## src/rtl/lsu_pkg.sv

```systemverilog
package lsu_pkg;
   typedef enum logic [1:0] {
      KIND_IDLE = 2'b00,
      KIND_LDS  = 2'b01,
      KIND_LDU  = 2'b10,
      KIND_ST   = 2'b11
   } lsu_kind_e;

   typedef enum logic [1:0] {
      SZ_BYTE = 2'b00,
      SZ_HALF = 2'b01,
      SZ_WORD = 2'b10,
      SZ_RSVD = 2'b11
   } lsu_size_e;
endpackage

```

## src/rtl/lsu_agen.sv

```systemverilog
module lsu_agen
   import lsu_pkg::*;
#(
   parameter int ADDR_W = 32,
   parameter int IMM_W  = 16
) (
   input  logic [ADDR_W-1:0] base_i,
   input  logic [IMM_W-1:0]  offset_i,
   input  logic              active_i,
   input  lsu_size_e         size_i,
   output logic [ADDR_W-1:0] ea_o,
   output logic              fault_o
);
   localparam int EXT_W = ADDR_W - IMM_W;

   generate
      if (IMM_W >= ADDR_W) begin : g_bad_imm
         $error("lsu_agen: IMM_W must be narrower than ADDR_W");
      end
   endgenerate

   assign ea_o = base_i + {{EXT_W{offset_i[IMM_W-1]}}, offset_i};

   always_comb begin
      fault_o = 1'b0;
      if (active_i) begin
         case (size_i)
            SZ_HALF: fault_o = ea_o[0];
            SZ_WORD: fault_o = |ea_o[1:0];
            default: fault_o = 1'b0;
         endcase
      end
   end

   always_comb begin
      if (active_i && size_i == SZ_BYTE) begin
         AST_BYTE_NEVER_FAULTS: assert (!fault_o);
      end
   end
endmodule

```

## src/rtl/lsu_store_steer.sv

```systemverilog
module lsu_store_steer
   import lsu_pkg::*;
#(
   parameter int DATA_W = 32
) (
   input  logic              active_i,
   input  logic              store_i,
   input  logic              fault_i,
   input  lsu_size_e         size_i,
   input  logic [1:0]        lane_off_i,
   input  logic              big_endian_i,
   input  logic [DATA_W-1:0] store_data_i,
   output logic [DATA_W/8-1:0] be_o,
   output logic              we_o,
   output logic [DATA_W-1:0] wdata_o
);
   localparam int LANES = DATA_W / 8;

   logic [1:0] flip;
   logic [1:0] byte_lane;
   logic       half_pair;
   logic       go;

   assign flip      = big_endian_i ? 2'b11 : 2'b00;
   assign byte_lane = lane_off_i ^ flip;
   assign half_pair = lane_off_i[1] ^ big_endian_i;
   assign go        = active_i && !fault_i;
   assign we_o      = go && store_i;

   always_comb begin
      be_o = '0;
      if (go) begin
         case (size_i)
            SZ_BYTE: be_o = 4'b0001 << byte_lane;
            SZ_HALF: be_o = half_pair ? 4'b1100 : 4'b0011;
            SZ_WORD: be_o = 4'b1111;
            default: be_o = '0;
         endcase
      end
   end

   generate
      for (genvar l = 0; l < LANES; l++) begin : g_lane
         logic [7:0] lane_w;
         always_comb begin
            case (size_i)
               SZ_BYTE: lane_w = store_data_i[7:0];
               SZ_HALF: lane_w = store_data_i[8*(l%2) +: 8];
               default: lane_w = store_data_i[8*l +: 8];
            endcase
         end
         assign wdata_o[8*l +: 8] = lane_w;
      end
   endgenerate

   always_comb begin
      if (we_o && size_i == SZ_BYTE) begin
         AST_BYTE_ONEHOT: assert ($onehot(be_o));
      end
      if (we_o && size_i == SZ_HALF) begin
         AST_HALF_PAIR: assert (be_o == 4'b0011 || be_o == 4'b1100);
      end
      if (we_o && size_i == SZ_WORD) begin
         AST_WORD_ALL_LANES: assert (be_o == 4'b1111);
      end
   end
endmodule

```

## src/rtl/lsu_load_extract.sv

```systemverilog
module lsu_load_extract
   import lsu_pkg::*;
#(
   parameter int DATA_W = 32
) (
   input  logic              load_i,
   input  logic              unsigned_i,
   input  logic              fault_i,
   input  lsu_size_e         size_i,
   input  logic [1:0]        lane_off_i,
   input  logic              big_endian_i,
   input  logic [DATA_W-1:0] rdata_i,
   output logic [DATA_W-1:0] load_data_o
);
   localparam int LANES = DATA_W / 8;

   logic [7:0]  lane_b [LANES];
   logic [7:0]  byte_sel;
   logic [15:0] half_sel;
   logic [1:0]  byte_lane;
   logic        half_pair;

   generate
      for (genvar l = 0; l < LANES; l++) begin : g_split
         assign lane_b[l] = rdata_i[8*l +: 8];
      end
   endgenerate

   assign byte_lane = lane_off_i ^ {big_endian_i, big_endian_i};
   assign half_pair = lane_off_i[1] ^ big_endian_i;
   assign byte_sel  = lane_b[byte_lane];
   assign half_sel  = half_pair ? rdata_i[31:16] : rdata_i[15:0];

   always_comb begin
      load_data_o = '0;
      if (load_i && !fault_i) begin
         case (size_i)
            SZ_BYTE: load_data_o = {{24{!unsigned_i & byte_sel[7]}}, byte_sel};
            SZ_HALF: load_data_o = {{16{!unsigned_i & half_sel[15]}}, half_sel};
            SZ_WORD: load_data_o = rdata_i;
            default: load_data_o = '0;
         endcase
      end
   end

   always_comb begin
      if (load_i && !fault_i && unsigned_i && size_i == SZ_BYTE) begin
         AST_UBYTE_ZERO_TOP: assert (load_data_o[31:8] == 24'h0);
      end
      if (load_i && !fault_i && !unsigned_i && size_i == SZ_HALF) begin
         AST_SHALF_SIGN_TOP: assert (load_data_o[31:16] == {16{load_data_o[15]}});
      end
   end
endmodule

```

## src/rtl/byte_lsu.sv

```systemverilog
module byte_lsu
   import lsu_pkg::*;
#(
   parameter int ADDR_W = 32,
   parameter int IMM_W  = 16,
   parameter int DATA_W = 32
) (
   input  logic [ADDR_W-1:0]   base_i,
   input  logic [IMM_W-1:0]    offset_i,
   input  logic [3:0]          op_i,
   input  logic [DATA_W-1:0]   store_data_i,
   input  logic                big_endian_i,
   input  logic [DATA_W-1:0]   mem_rdata_i,
   output logic [ADDR_W-3:0]   mem_addr_o,
   output logic [DATA_W/8-1:0] mem_be_o,
   output logic                mem_we_o,
   output logic [DATA_W-1:0]   mem_wdata_o,
   output logic [DATA_W-1:0]   load_data_o,
   output logic                misalign_o
);
   localparam int LANES = DATA_W / 8;

   generate
      if (DATA_W != 32) begin : g_bad_data
         $error("byte_lsu: DATA_W must be 32");
      end
      if (LANES != 4) begin : g_bad_lanes
         $error("byte_lsu: four byte lanes expected");
      end
   endgenerate

   lsu_kind_e         kind;
   lsu_size_e         size;
   logic              active;
   logic [ADDR_W-1:0] ea;

   assign kind   = lsu_kind_e'(op_i[3:2]);
   assign size   = lsu_size_e'(op_i[1:0]);
   assign active = (kind != KIND_IDLE) && (size != SZ_RSVD);

   lsu_agen #(.ADDR_W(ADDR_W), .IMM_W(IMM_W)) u_agen (
      .base_i   (base_i),
      .offset_i (offset_i),
      .active_i (active),
      .size_i   (size),
      .ea_o     (ea),
      .fault_o  (misalign_o)
   );

   lsu_store_steer #(.DATA_W(DATA_W)) u_steer (
      .active_i     (active),
      .store_i      (kind == KIND_ST),
      .fault_i      (misalign_o),
      .size_i       (size),
      .lane_off_i   (ea[1:0]),
      .big_endian_i (big_endian_i),
      .store_data_i (store_data_i),
      .be_o         (mem_be_o),
      .we_o         (mem_we_o),
      .wdata_o      (mem_wdata_o)
   );

   lsu_load_extract #(.DATA_W(DATA_W)) u_load (
      .load_i       (active && (kind == KIND_LDS || kind == KIND_LDU)),
      .unsigned_i   (kind == KIND_LDU),
      .fault_i      (misalign_o),
      .size_i       (size),
      .lane_off_i   (ea[1:0]),
      .big_endian_i (big_endian_i),
      .rdata_i      (mem_rdata_i),
      .load_data_o  (load_data_o)
   );

   assign mem_addr_o = ea[ADDR_W-1:2];

   always_comb begin
      if (misalign_o) begin
         AST_FAULT_BLOCKS_WRITE: assert (!mem_we_o && mem_be_o == '0);
         AST_FAULT_ZERO_LOAD: assert (load_data_o == '0);
      end
      if (!active) begin
         AST_IDLE_QUIET: assert (!mem_we_o && mem_be_o == '0 && !misalign_o);
      end
   end
endmodule

```

## config.mk

```make
export PLATFORM = sky130hd
export DESIGN_NAME = byte_lsu
export DESIGN_NICKNAME = d
export VERILOG_FILES = /design/src/rtl/lsu_pkg.sv /design/src/rtl/lsu_agen.sv /design/src/rtl/lsu_store_steer.sv /design/src/rtl/lsu_load_extract.sv /design/src/rtl/byte_lsu.sv
export SDC_FILE = /design/constraint.sdc
export NUM_CORES = 1
export LEC_CHECK = 0
export ABC_AREA = 0
export BUFFER_PORTS_ARGS = -buffer_cell sky130_fd_sc_hd__buf_2
export CORE_UTILIZATION = 43
export DETAILED_ROUTE_END_ITERATION = 6
export PLACE_DENSITY = 0.85
export SLEW_MARGIN = 20
export SYNTH_ARGS = -nofsm -noshare
export SYNTH_HDL_FRONTEND = slang
export SYNTH_SLANG_ARGS = --single-unit
```

## constraint.sdc

```tcl
create_clock -name vclk -period 2.8
set_input_delay 0.14 -clock vclk [all_inputs]
set_output_delay 0.14 -clock vclk [all_outputs]
set_load 0.1 [all_outputs]
```

==> insert_results.sql <==
INSERT INTO impl_metrics (metric_group, metric, value, unit) VALUES
('timing', 'report.final.setup_viol', '0', ''),
('critical_path', 'critPathMaxFanout', '8', ''),
('finish', 'regArea', '0', 'um2'),
('die', 'number_of_cell_rows', '29', ''),
('die', 'core_area', '6495', 'um2'),
('yosys', 'synthesis.yosys.warnings', '0', ''),
('critical_path', 'critPathArrivalTime', '2.66', 'ns'),
('timing', 'final_period_minus_worst_setup_slack', '2.799', 'ns'),
('finish', 'final_cell_area', '6042', 'um2'),
('die', 'num_io_pins', '217', ''),
('outcome', 'failed_checks', 'DRC', ''),
('grt', 'grt_max_degree', '18', ''),
('yosys', 'post_synth.cell_area_avg', '6.484', 'um2'),
('grt', 'grt_pass1_vias', '4976', ''),
('yosys', 'synth.net_count', '611', ''),
('timing', 'fin_worst_hold_slack', '0.6676', 'ns'),
('power', 'power.density_cell_area', '513.6', 'nW/um2'),
('route', 'postRouteAntennaNets', '0', ''),
('place', 'place.gp.congestion', '0.9810', ''),
('timing', 'worstMarginPinSlew', '0.5776', 'ns'),
('place', 'dpl-instance-area', '5948', 'um2'),
('power', 'ir_drop', '382.5', 'uV'),
('route', 'drt_first_iter_violations', '375', ''),
('place', 'hpwlAfterDp', '12610', 'um'),
('critical_path', 'capture_point_of_the_critical_path', 'load_data_o[31]', ''),
('outcome', 'run_status', 'finished with violations', ''),
('yosys', 'syn_inst', '455', ''),
('run', 'drv.max_cap_violation_count', '0', ''),
('critical_path', 'critical_path.startpoint_type', 'primary input', ''),
('finish', 'final.clkbuf_count', '0', ''),
('finish', 'antennaDiodeCount', '0', ''),
('finish', 'count_of_fill_cells_added_during_filler_insertion', '228', ''),
('die', 'initial_core_util', '0.4542', ''),
('critical_path', 'critical_path.endpoint_type', 'output pin', ''),
('place', 'dp.cells', '747', ''),
('route', 'drc', '11', ''),
('finish', 'area.growth.synth_to_final', '104.8', '%'),
('critical_path', 'worstPathRequired', '2.66', 'ns'),
('finish', 'number_of_nets_at_the_end_of_the_flow', '830', ''),
('timing', 'hold_viol', '0', ''),
('route', 'routed_wl', '16010', 'um'),
('yosys', 'fraction_of_the_yosys_area_taken_by_sequential_cells', '0', ''),
('place', 'port-buffer-count', '217', ''),
('critical_path', 'timing.setup.critical_path_class', 'in -> out', ''),
('critical_path', 'cp-startpoint', 'base_i[0]', ''),
('finish', 'finalNonFillerCells', '749', ''),
('grt', 'grt_overflow', '0', ''),
('timing', 'period_share', '0.9998', ''),
('timing', 'setup_tns', '0', 'ns'),
('die', 'dieWidth', '84.83', 'um'),
('route', 'dr_total_vias', '4933', ''),
('timing', 'relSlewSlack', '0.6132', ''),
('route', 'routed_via_density', '6.586', ''),
('yosys', 'synthesis.area', '2950', 'um2'),
('finish', 'drive_above_1_share', '0.5134', ''),
('route', 'drt-pass1-iter-count', '7', ''),
('yosys', 'synth_cell_types', '49', ''),
('grt', 'grt_first_pass_wirelength', '23250', 'um'),
('die', 'floorplan.die_area', '7196', 'um2'),
('power', 'total_leakage_power', '2.743', 'nW'),
('power', 'fin_total_pwr', '3.103', 'mW'),
('timing', 'grt_setup_unrepaired', 'yes', ''),
('finish', 'flops_and_latches', '0', ''),
('place', 'preCtsSetupSlack', '-0.05699', 'ns'),
('finish', 'layout.core_utilization', '0.9303', ''),
('grt', 'antenna_found_initial', '0', ''),
('die', 'fp.dieH', '84.83', 'um'),
('timing', 'slew_viol_final', '0', ''),
('grt', 'groute.usage.overall', '0.3977', ''),
('route', 'detail_route.wl_per_cell', '21.37', 'um'),
('timing', 'achievable-frequency', '0.3572', 'GHz'),
('hold_path', 'worstHoldPathType', 'in -> out', ''),
('timing', 'fin_ws', '0.0005200', 'ns');
## timing repair
action                                  CTS  global route
pin swaps                                 0             2
resized for setup                         4             9
hold buffers                              0             0
gates cloned                              0             1
setup buffers                             0             1
endpoints found under the setup margin   27            27
## layout make-up
cell class                 instances  area, um2  share of cell area
inverter                          16      60.06            0.009940
multi-input combinational        405       3402              0.5631
tap                               77      96.34             0.01595
timing repair buffer             251       2484              0.4111
## power breakdown
group / total (mW) / leakage [nW] / internal (mW) / switching, mW
logic: 3.10 / 2.74 / 1.01 / 2.10
clock network: 0 / 0 / 0 / 0
registers: 0 / 0 / 0 / 0
## logic make-up after synthesis
group / after synthesis / share of synthesized area
AOI/OAI and AO/OA: 177 / 0.3885
and+or+nand+nor: 140 / 0.2074
buffers and inverters: 50 / 0.07549
adders and majority gates: 39 / 0.1679
xor gates and xnor gates: 31 / 0.09203
muxes: 18 / 0.06870
## worst max-delay path, stage by stage
cell and delay, ns:
buf_2 0.10, ha_1 0.23, inv_1 0.09, fa_2 0.52, nand2b_4 0.20, mux2_4 0.32
o221ai_1 0.25, nor2_1 0.13, o21bai_4 0.21, clkbuf_16 0.23, a21oi_4 0.07, buf_12 0.16
## worst min-delay path by stage
| stage | cells past startpoint | endpoint | from |
|---|---|---|---|
| floorplan | 1 | mem_wdata_o[0] | store_data_i[0] |
| global placement | 4 | mem_wdata_o[24] | store_data_i[24] |
| detailed placement | 4 | mem_wdata_o[30] | store_data_i[30] |
| CTS | 4 | mem_wdata_o[30] | store_data_i[30] |
| global route | 4 | mem_wdata_o[30] | store_data_i[30] |
| finish | 4 | mem_wdata_o[30] | store_data_i[30] |
## layer usage
layer	track usage	up-vias	routed length, um	part of all wire
met5	0	-	0	0
met4	0.2219	0	1131	0.071
met3	0.06128	119	1420	0.089
met2	0.7805	446	8360	0.52
met1	0.3970	2253	5096	0.32
li1	-	2115	-	-
## cell usage after synthesis (3+ instances only)
master / count / area, um2
nor2_1: 31 / 116.4
inv_1: 16 / 60.06
nand4_1: 8 / 50.05
o22a_1: 4 / 35.03
o211ai_1: 4 / 30.03
buf_4: 8 / 60.06
a31oi_1: 4 / 25.02
clkbuf_1: 22 / 82.58
ha_1: 38 / 475.5
a21o_1: 6 / 45.04
o22ai_1: 8 / 50.05
o21ai_0: 24 / 120.1
o21bai_1: 3 / 22.52
nor3_1: 7 / 35.03
a21oi_1: 68 / 340.3
o221ai_1: 9 / 78.83
buf_2: 4 / 20.02
and3_1: 5 / 31.28
nand2_1: 66 / 247.7
nand3_1: 11 / 55.05
nand2b_1: 7 / 43.79
xor2_1: 10 / 87.58
mux2_2: 18 / 202.7
a22oi_1: 21 / 157.7
xnor2_1: 21 / 183.9
a221oi_1: 4 / 35.03
## cells in the final DEF (no fill, tap or decap), types with 8 or more instances in the layout
master,count
buf_2,144
buf_12,75
nand2_1,66
ha_1,38
a21oi_1,37
a21oi_4,30
buf_4,30
nor2_1,27
o21ai_0,23
a22oi_1,21
inv_1,16
mux2_2,16
xnor2_2,12
nand3_1,10
o221ai_1,9
nand4_1,8
(Power assumes the default switching activity.)
